[config.mk]
export PLATFORM = sky130hd
export DESIGN_NAME = cmp_timer
export DESIGN_NICKNAME = d
export VERILOG_FILES = /design/src/rtl/cmp_timer_pkg.sv /design/src/rtl/cmp_timer_psc.sv /design/src/rtl/cmp_timer_base.sv /design/src/rtl/cmp_timer_regs.sv /design/src/rtl/cmp_timer_out.sv /design/src/rtl/cmp_timer.sv
export SDC_FILE = /design/constraint.sdc
export NUM_CORES = 1
export LEC_CHECK = 0
export BUFFER_PORTS_ARGS = -buffer_cell sky130_fd_sc_hd__buf_2
export CAP_MARGIN = 0
export CORE_UTILIZATION = 60
export DETAILED_ROUTE_END_ITERATION = 6
export GPL_TIMING_DRIVEN = 0
export PLACE_DENSITY = 0.81
export SLEW_MARGIN = 25
export SYNTH_ARGS = -nofsm -noshare
export SYNTH_HDL_FRONTEND = slang
export SYNTH_SLANG_ARGS = --single-unit
[constraint.sdc]
create_clock -name clk -period 7.4 [get_ports clk]
set_clock_uncertainty 0.05 [all_clocks]
set_input_delay 1.48 -clock clk [delete_from_list [all_inputs] [get_ports clk]]
set_output_delay 1.48 -clock clk [all_outputs]
set_load 0.005 [all_outputs]
[src/rtl/cmp_timer_pkg.sv]
package cmp_timer_pkg;

  localparam int MODE_W     = 4;
  localparam int PSC_CODE_W = 2;
  localparam int PSC_CNT_W  = 2 * ((1 << PSC_CODE_W) - 1);

  typedef enum logic [MODE_W-1:0] {
    MD_TIMER   = 4'b0000,
    MD_SET     = 4'b0001,
    MD_CLR     = 4'b0010,
    MD_TGL     = 4'b0011,
    MD_DUAL    = 4'b0100,
    MD_DUALBUF = 4'b0101
  } cmp_mode_e;

  // Terminal value of the prescale counter: ratio minus one.
  function automatic logic [PSC_CNT_W-1:0] psc_limit(input logic [PSC_CODE_W-1:0] code);
    logic [PSC_CNT_W:0] full;
    full = ({{PSC_CNT_W{1'b0}}, 1'b1} << {code, 1'b0}) - 1'b1;
    return full[PSC_CNT_W-1:0];
  endfunction

  function automatic logic mode_known(input logic [MODE_W-1:0] m);
    return (m <= MD_DUALBUF);
  endfunction

endpackage

[src/rtl/cmp_timer_psc.sv]
module cmp_timer_psc
  import cmp_timer_pkg::*;
(
  input  logic                  clk,
  input  logic                  rst_n,
  input  logic                  run_i,
  input  logic [PSC_CODE_W-1:0] code_i,
  output logic                  tick_o
);

  logic [PSC_CNT_W-1:0] div_q;
  logic [PSC_CNT_W-1:0] div_d;

  always_comb begin
    tick_o = run_i && (div_q >= psc_limit(code_i));
    div_d  = div_q;
    if (!run_i) begin
      div_d = '0;
    end else if (tick_o) begin
      div_d = '0;
    end else begin
      div_d = div_q + 1'b1;
    end
  end

  always_ff @(posedge clk or negedge rst_n) begin
    if (!rst_n) begin
      div_q <= '0;
    end else begin
      div_q <= div_d;
    end
  end

endmodule

[src/rtl/cmp_timer_base.sv]
module cmp_timer_base #(
  parameter int TW = 32
) (
  input  logic          clk,
  input  logic          rst_n,
  input  logic          run_i,
  input  logic          tick_i,
  input  logic [TW-1:0] limit_i,
  output logic [TW-1:0] cnt_o,
  output logic          wrap_o,
  output logic          roll_o
);

  logic [TW-1:0] cnt_q;
  logic [TW-1:0] cnt_d;
  logic          roll_q;

  always_comb begin
    wrap_o = tick_i && (cnt_q >= limit_i);
    cnt_d  = cnt_q;
    if (!run_i) begin
      cnt_d = '0;
    end else if (wrap_o) begin
      cnt_d = '0;
    end else if (tick_i) begin
      cnt_d = cnt_q + 1'b1;
    end
  end

  always_ff @(posedge clk or negedge rst_n) begin
    if (!rst_n) begin
      cnt_q  <= '0;
      roll_q <= 1'b0;
    end else begin
      cnt_q  <= cnt_d;
      roll_q <= wrap_o;
    end
  end

  assign cnt_o  = cnt_q;
  assign roll_o = roll_q;

endmodule

[src/rtl/cmp_timer_regs.sv]
module cmp_timer_regs #(
  parameter int TW  = 32,
  parameter int NCH = 2
) (
  input  logic                   clk,
  input  logic                   rst_n,
  input  logic                   hold_i,
  input  logic                   load_i,
  input  logic [NCH-1:0]         we_i,
  input  logic [NCH-1:0][TW-1:0] wd_i,
  output logic [NCH-1:0][TW-1:0] act_o
);

  for (genvar g = 0; g < NCH; g++) begin : g_ch
    logic [TW-1:0] shd_q, shd_d;
    logic [TW-1:0] act_q, act_d;

    always_comb begin
      shd_d = we_i[g] ? wd_i[g] : shd_q;
      act_d = act_q;
      if (hold_i) begin
        if (load_i) begin
          act_d = shd_q;
        end
      end else if (we_i[g]) begin
        act_d = wd_i[g];
      end
    end

    always_ff @(posedge clk or negedge rst_n) begin
      if (!rst_n) begin
        shd_q <= '0;
        act_q <= '0;
      end else begin
        shd_q <= shd_d;
        act_q <= act_d;
      end
    end

    assign act_o[g] = act_q;
  end

endmodule

[src/rtl/cmp_timer_out.sv]
module cmp_timer_out
  import cmp_timer_pkg::*;
(
  input  logic              clk,
  input  logic              rst_n,
  input  logic              run_i,
  input  logic [MODE_W-1:0] mode_i,
  input  logic              hit_a_i,
  input  logic              hit_b_i,
  output logic              pin_o,
  output logic              match_o
);

  logic pin_q, pin_d;
  logic match_q, match_d;

  always_comb begin
    pin_d = 1'b0;
    if (run_i) begin
      case (mode_i)
        MD_SET:  pin_d = hit_a_i ? 1'b1 : pin_q;
        MD_CLR:  pin_d = hit_a_i ? 1'b0 : pin_q;
        MD_TGL:  pin_d = hit_a_i ? ~pin_q : pin_q;
        MD_DUAL, MD_DUALBUF: begin
          if (hit_b_i) begin
            pin_d = 1'b0;
          end else if (hit_a_i) begin
            pin_d = 1'b1;
          end else begin
            pin_d = pin_q;
          end
        end
        default: pin_d = 1'b0;
      endcase
    end
    match_d = run_i && mode_known(mode_i) && hit_a_i;
  end

  always_ff @(posedge clk or negedge rst_n) begin
    if (!rst_n) begin
      pin_q   <= 1'b0;
      match_q <= 1'b0;
    end else begin
      pin_q   <= pin_d;
      match_q <= match_d;
    end
  end

  assign pin_o   = pin_q;
  assign match_o = match_q;

endmodule

[src/rtl/cmp_timer.sv]
module cmp_timer
  import cmp_timer_pkg::*;
#(
  parameter int TW = 32
) (
  input  logic                  clk,
  input  logic                  rst_n,
  input  logic                  en_i,
  input  logic [MODE_W-1:0]     mode_i,
  input  logic                  wide_i,
  input  logic [PSC_CODE_W-1:0] psc_i,
  input  logic [TW-1:0]         period_i,
  input  logic                  cmp_a_we_i,
  input  logic [TW-1:0]         cmp_a_wd_i,
  input  logic                  cmp_b_we_i,
  input  logic [TW-1:0]         cmp_b_wd_i,
  output logic                  pin_o,
  output logic                  match_o,
  output logic                  roll_o
);

  localparam int HW  = TW / 2;
  localparam int NCH = 2;

  // Reset: asserted at once, released on the clock.
  logic [1:0] rst_pipe_q;
  logic       rst_sync_n;

  always_ff @(posedge clk or negedge rst_n) begin
    if (!rst_n) begin
      rst_pipe_q <= '0;
    end else begin
      rst_pipe_q <= {rst_pipe_q[0], 1'b1};
    end
  end
  assign rst_sync_n = rst_pipe_q[1];

  function automatic logic [TW-1:0] fit(input logic [TW-1:0] v, input logic w);
    return w ? v : {{(TW-HW){1'b0}}, v[HW-1:0]};
  endfunction

  logic                   tick_w;
  logic                   wrap_w;
  logic [TW-1:0]          cnt_w;
  logic [TW-1:0]          lim_w;
  logic [NCH-1:0]         we_w;
  logic [NCH-1:0][TW-1:0] wd_w;
  logic [NCH-1:0][TW-1:0] act_w;
  logic [NCH-1:0]         hit_w;
  logic                   buf_w;

  assign lim_w = fit(period_i, wide_i);
  assign we_w  = {cmp_b_we_i, cmp_a_we_i};
  assign wd_w  = {cmp_b_wd_i, cmp_a_wd_i};
  assign buf_w = (mode_i == MD_DUALBUF);

  for (genvar g = 0; g < NCH; g++) begin : g_hit
    assign hit_w[g] = tick_w && (cnt_w == fit(act_w[g], wide_i));
  end

  cmp_timer_psc psc_i0 (
    .clk    (clk),
    .rst_n  (rst_sync_n),
    .run_i  (en_i),
    .code_i (psc_i),
    .tick_o (tick_w)
  );

  cmp_timer_base #(.TW(TW)) base_i (
    .clk     (clk),
    .rst_n   (rst_sync_n),
    .run_i   (en_i),
    .tick_i  (tick_w),
    .limit_i (lim_w),
    .cnt_o   (cnt_w),
    .wrap_o  (wrap_w),
    .roll_o  (roll_o)
  );

  cmp_timer_regs #(.TW(TW), .NCH(NCH)) regs_i (
    .clk    (clk),
    .rst_n  (rst_sync_n),
    .hold_i (buf_w),
    .load_i (wrap_w),
    .we_i   (we_w),
    .wd_i   (wd_w),
    .act_o  (act_w)
  );

  cmp_timer_out out_i (
    .clk     (clk),
    .rst_n   (rst_sync_n),
    .run_i   (en_i),
    .mode_i  (mode_i),
    .hit_a_i (hit_w[0]),
    .hit_b_i (hit_w[1]),
    .pin_o   (pin_o),
    .match_o (match_o)
  );

endmodule

Word-level counts from Yosys, hierarchy flattened

Index checks and enable logic that the tools add are counted.

Output and inout bits: 3
Word-level logic and storage cells: 61
RAM bits: 0
Memories kept: 0
Bits of input ports: 108
Bits in read-only memories: 0
Flip-flop bits (word level): 171
Bits in latches: 0

Eq/ne operators: 11
Multiplexer cells: 20
$mul: 0
Order comparisons: 3
Add/subtract/negate cells: 3
Reduce and logical (&&, ||, !) cells: 12
Divide/modulo/power cells: 0
Bitwise gates (word level): 1
Shift-type cells: 1

Operator list:

| operator                                                              | number |
|---|---|
| 32-bit 2-to-1 mux                                                     | 12 |
| 32-bit equality test                                                  | 2 |
| 32-bit by 1-bit adder with 32-bit output, second input constant       | 1 |
| 32-bit >= comparator                                                  | 1 |
| 6-bit 2-to-1 mux                                                      | 2 |
| 4-bit by 2-bit equality test with 1-bit output, second input constant | 2 |
| 4-bit by 3-bit equality test with 1-bit output, second input constant | 2 |
| 6-bit by 1-bit adder with 6-bit output, second input constant         | 1 |
| 6-bit >= comparator                                                   | 1 |
| 1-bit logical AND                                                     | 6 |
| 3-bit by 2-bit != test with 1-bit output, second input constant       | 2 |
| 2-bit AND reduction                                                   | 3 |
| 1-bit by 3-bit left shift with 6-bit output, first input constant     | 1 |
| 6-bit by 1-bit subtractor with 6-bit output, second input constant    | 1 |
| 1-bit 2-to-1 mux                                                      | 5 |
| 4-bit by 1-bit equality test with 1-bit output, second input constant | 1 |
| 4-bit by 3-bit <= comparator with 1-bit output, second input constant | 1 |
| 1-bit case mux with 4 select lines                                    | 1 |
| 2-bit nonzero test                                                    | 2 |
| 3-bit by 1-bit != test with 1-bit output, second input constant       | 1 |
| 2-bit by 1-bit != test with 1-bit output, second input constant       | 1 |
| 2-bit OR reduction                                                    | 1 |
| 1-bit inverter                                                        | 1 |

Depth between registers and ports, before layout

Word-level depth: 9
Mapped depth: 14
Mapped depth without buffers: 9

Cells and area by module

From an unflattened synthesis, not the netlist that was laid out.

Cell total of the unflattened synthesis: 1,016
Area, all modules: 10,974.3 um^2

By module, submodules not included:

| module         | cells each | times used | area an instance (um^2) | seq. area each (um^2) |
|---|---|---|---|---|
| cmp_timer_regs | 412        | 1          | 6,157.2                 | 3,203.1 |
| cmp_timer_base | 378        | 1          | 3,066.7                 | 825.8 |
| cmp_timer      | 172        | 1          | 1,218.7                 | 50.0 |
| cmp_timer_psc  | 43         | 1          | 420.4                   | 150.1 |
| cmp_timer_out  | 11         | 1          | 111.4                   | 50.0 |

Worst setup path before layout

No wires, ideal clock.

Path type: input -> register
Start: input port wide_i
End: register regs_i.g_ch[0].act_q[10]
Stages on the path: 13
Buffers on the path: 5
Setup slack: 3.022 ns
Arrival time: 4.203 ns
Library setup time: 0.125 ns
Path through: buf_4 clkbuf_1 buf_2 buf_1 nand2_1 ha_1 and4_1 a2111oi_4 o22ai_2 nor2_8 o22ai_4 buf_6 mux2_4

Cells in the longest elaborated chain, start to end: 5

Ends and longest elaborated chain:

| element                                                   | RTL line             | text |
|---|---|---|
| start: declaration                                        | cmp_timer.sv:10      | `input logic wide_i,` |
| 32-bit 2-to-1 mux                                         | cmp_timer.sv:39      | `return w ? v : {{(TW-HW){1'b0}}, v[HW-1:0]};` |
| 32-bit >= comparator                                      | cmp_timer_base.sv:19 | `wrap_o = tick_i && (cnt_q >= limit_i);` |
| 1-bit logical AND                                         | cmp_timer_base.sv:19 |  |
| 2-bit by 1-bit != test with 1-bit output (no source line) | --                   |  |
| 2-bit AND reduction (no source line)                      | --                   |  |
| end signal: assignment                                    | cmp_timer_regs.sv:36 | `act_q <= act_d;` |
| end: declaration                                          | cmp_timer_regs.sv:16 | `logic [TW-1:0] act_q, act_d;` |

No other way between the ends.
A chain may end at the register's enable or synchronous reset.

Final worst setup path

Start: input port wide_i
End: register base_i.cnt_q[5] (netlist: base_i.cnt_o[5])

Cells in the longest elaborated chain, start to end: 5
Elaborated cells on any way between the ends: 6
Classes of those cells: order compare: 1; eq/ne: 1; mux: 3; reduce/logical: 1

Ends and longest elaborated chain:

| element                  | RTL line             | text |
|---|---|---|
| 32-bit 2-to-1 mux (*)    | cmp_timer.sv:39      |  |
| 32-bit >= comparator (*) | cmp_timer_base.sv:19 |  |
| 1-bit logical AND (*)    | cmp_timer_base.sv:19 |  |
| 32-bit 2-to-1 mux        | cmp_timer_base.sv:23 | `end else if (wrap_o) begin` |
| 32-bit 2-to-1 mux        | cmp_timer_base.sv:21 | `if (!run_i) begin` |
| end signal: assignment   | cmp_timer_base.sv:35 | `cnt_q <= cnt_d;` |
| end: declaration         | cmp_timer_base.sv:14 | `logic [TW-1:0] cnt_q;` |

Mark *: on every way between the ends. The rest lies on a longest branch, timed or not.

==> results.yml <==
synth:
  synthMostInstantiatedCell: "dfrtp_1"
  yosys_warnings: 0
  synth_area_leaders: "dfrtp_1 (42%), mux2_2 (14%), mux2_4 (8.3%)"
  synth_area_um2: 10190
  synth_edf_count: 0
  synthTopCellsByCount: "dfrtp_1 (171), mux2_2 (128), nand2_1 (60)"
  synth_top_cell_area_share: 0.4199
  synthFlopType: "dfrtp_1"
  synth.avg_cell_area_um2: 11.17
  yosys.cell_types.count: 69
  ys_seq_area_frac: 0.4199
  syn-num-nets: 1060
  syn_inst: 912
  synth_top_cell_by_area: "dfrtp_1"
  async_flop_share: 1.000
  synth-seq-cells: 171
setup_path:
  critPathLaunch: "wide_i"
  cpLargestDelayFamily: "buffers and inverters"
  cp_cell_sequence: "buf_2 -> buf_4 -> clkbuf_1 -> buf_2 -> buf_1 -> nand2_1 -> ha_1 -> a211oi_1 -> nor2_1 -> a2111oi_4 -> o22ai_2 -> nor3_4 -> buf_2 -> o21ai_0 -> a31oi_1"
  path_depth: 15
  end_kind: "flop"
  cp_slowest_cell: "clkbuf_1"
  cpPeakStageDelay_ps: 380
  r2r_start: "psc_i0.div_q[0]$_DFF_PN0_"
  crit_buf_inv: 6
  crit_type: "in -> reg"
  rrSetupSlack_ps: 4390
  cp.arrival_ps: 5190
  ff2ff_path_depth: 10
  rr_endpoint: "base_i.cnt_o[7]$_DFFE_PN0P_"
  critPathMostFrequentCell: "buf_2"
  crit_path_start_kind: "primary input"
  endpoint: "base_i.cnt_o[5]$_DFFE_PN0P_"
  path_max_fanout: 10
  required_ps: 7690
sta:
  tightestPinTransition_ps: 631.2
  rsz0062_at_grt: "false"
  setup_tns_ps: 0
  slew_headroom: 0.5792
  layout_min_cycle_time_ps: 4898
  fmax_mhz: 204.2
  setup_slack_ps: 2502
  hold_ws_ps: 299.0
  finalHoldViolations: 0
  drv_slew: 0
  setup_viol: 0
  finalCritPeriodShare: 0.6619
global_route:
  use_met1: 0.3971
  grt_first_pass_wirelength_um: 40320
  grt_pass1_vias: 7741
  grtUsageMet3: 0.03960
  grt_max_degree: 50
  antenna_found_initial: 0
  grt_use_total: 0.2974
  grt_overflow: 0
  use_met2: 0.4915
  grt_busiest_layer: "met2"
layout:
  drive_above_1_share: 0.3643
  fin_util: 0.7033
  n_antenna_cell: 0
  nets: 1190
  area_growth_syn_to_layout_pct: 14.45
  fillers: 1209
clock_network:
  htree_levels: 4
  ctsResizeCount: 0
  cts_tree: "yes"
  clock-sinks: 171
  clock_latency_ps: 430
  clk_path_buf_depth: 2
  ctsRootBufferMaster: "clkbuf_16"
  clk_pin_slew_worst_paths_ps: 70
  cts_made_buffers: 17
  cts_setup_buffers: 0
  ctsHoldBuffers: 0
floorplanning:
  die_area_um2: 17510
  die_w_um: 132.3
  std_cell_rows: 47
  die_y_um: 132.3
  io_pins: 111
  initial_core_util: 0.6145
  coreArea_um2: 16580
detailed_routing:
  post_drt_wl_per_cell_um: 19.26
  drc: 0
  dr.pass1.iters: 5
  routed-via-count: 7597
  drtIter0Drc: 491
  finalWirelength_um: 24530
  ant_nets: 0
  viasPerCell: 5.963
hold_path:
  hold_class: "reg -> async"
power_and_ir_drop:
  pwr-share-clk: 0.383
  p_leak_uw: 0.005255
  pwr-share-comb: 0.149
  switching_share: 0.2576
  intPower_uw: 1740
  pwr-share-seq: 0.468
  p_per_area_nw_per_um2: 200.9
  power_switching_uw: 603.5
  vdd_drop_max_v: 0.0001640
placement:
  gp_congestion: 0.9437
  pre_cts_ws_ps: 2089
  port_buffers: 108
  hpwl_um: 18290
outcome:
  outcome: "finished, final reports clean"
flow_run:
  drv_cap: 0
## flip-flops by register name, summed over array words and instances, names as in the netlist
signal             cells
out_i.pin_o            1
rst_pipe_q             2
out_i.match_o          1
base_i.roll_o          1
regs_i.g_ch.act_q     64
psc_i0.div_q           6
base_i.cnt_o          32
regs_i.g_ch.shd_q     64
## placed cells by master (no fill, tap or decap), types with 17 or more instances in the layout
cell type	Yosys	final
dfrtp_1	171	170
xnor2_1	31	31
clkbuf_16	0	17
nand2_1	60	60
inv_1	46	46
buf_2	25	133
ha_1	40	40
nand3_1	32	32
mux2_4	56	56
o21ai_0	43	43
clkbuf_1	21	23
a21oi_1	26	26
nor2_1	38	38
mux2_2	128	128
## kinds of logic after synthesis
logic type,after synthesis,synth area share
other cells,1,0.0003680
buf+inv,105,0.04850
flops,171,0.4199
compound gates,144,0.09564
xor+xnor,46,0.03953
fa+ha+maj,40,0.04911
simple gates,206,0.1083
mux,199,0.2387
## area by class of cell
cell class | count | area, um^2 | share of cell area
clock buffers | 22 | 474.2 | 0.04066
flip-flops and latches | 171 | 4283 | 0.3672
clock inverters | 9 | 111.4 | 0.009547
multi-input cells | 636 | 5418 | 0.4645
plain buffers | 59 | 321.6 | 0.02757
well taps | 220 | 275.3 | 0.02360
repair buffers | 111 | 608.1 | 0.05213
inverters | 46 | 172.7 | 0.01480
## metrics by stage
stage	cell area, um^2	power [uW]	cells
after detailed placement	11080	1458	1243
final	11660	2343	1274
after global routing	11660	2427	1274
after CTS	11660	2349	1274
after floorplan	10190	1341	912
after global placement	11010	1435	1240
## power by group through the flow
stage	Combinational, uW	Clock [uW]	Sequential (uW)
after floorplan	249	0	1090
after global placement	317	0	1120
after detailed placement	347	0	1110
after CTS	350	903	1100
after global routing	382	939	1110
final	349	897	1100
## layer usage
| metal | vias to the layer above | wire [um] |
|---|---|---|
| met1 | 3724 | 10870 |
| met5 | - | 0 |
| met2 | 264 | 11740 |
| met3 | 58 | 1237 |
| met4 | 0 | 684 |
| li1 | 3551 | - |
## how the worst min path moves through the flow
stage / from / end / slack, ps / cells past startpoint
6_report: rst_pipe_q[1]$_DFF_PN0_ / regs_i.g_ch[0].shd_q[5]$_DFFE_PN0P_ / 300 / 0
5_1_grt: rst_pipe_q[0]$_DFF_PN0_ / rst_pipe_q[1]$_DFF_PN0_ / 300 / 0
4_1_cts: rst_pipe_q[0]$_DFF_PN0_ / rst_pipe_q[1]$_DFF_PN0_ / 300 / 0
3_5_place_dp: rst_pipe_q[0]$_DFF_PN0_ / rst_pipe_q[1]$_DFF_PN0_ / 290 / 0
3_3_place_gp: rst_pipe_q[0]$_DFF_PN0_ / rst_pipe_q[1]$_DFF_PN0_ / 280 / 0
2_1_floorplan: rst_pipe_q[0]$_DFF_PN0_ / rst_pipe_q[1]$_DFF_PN0_ / 280 / 0
(Power assumes the default switching activity.)
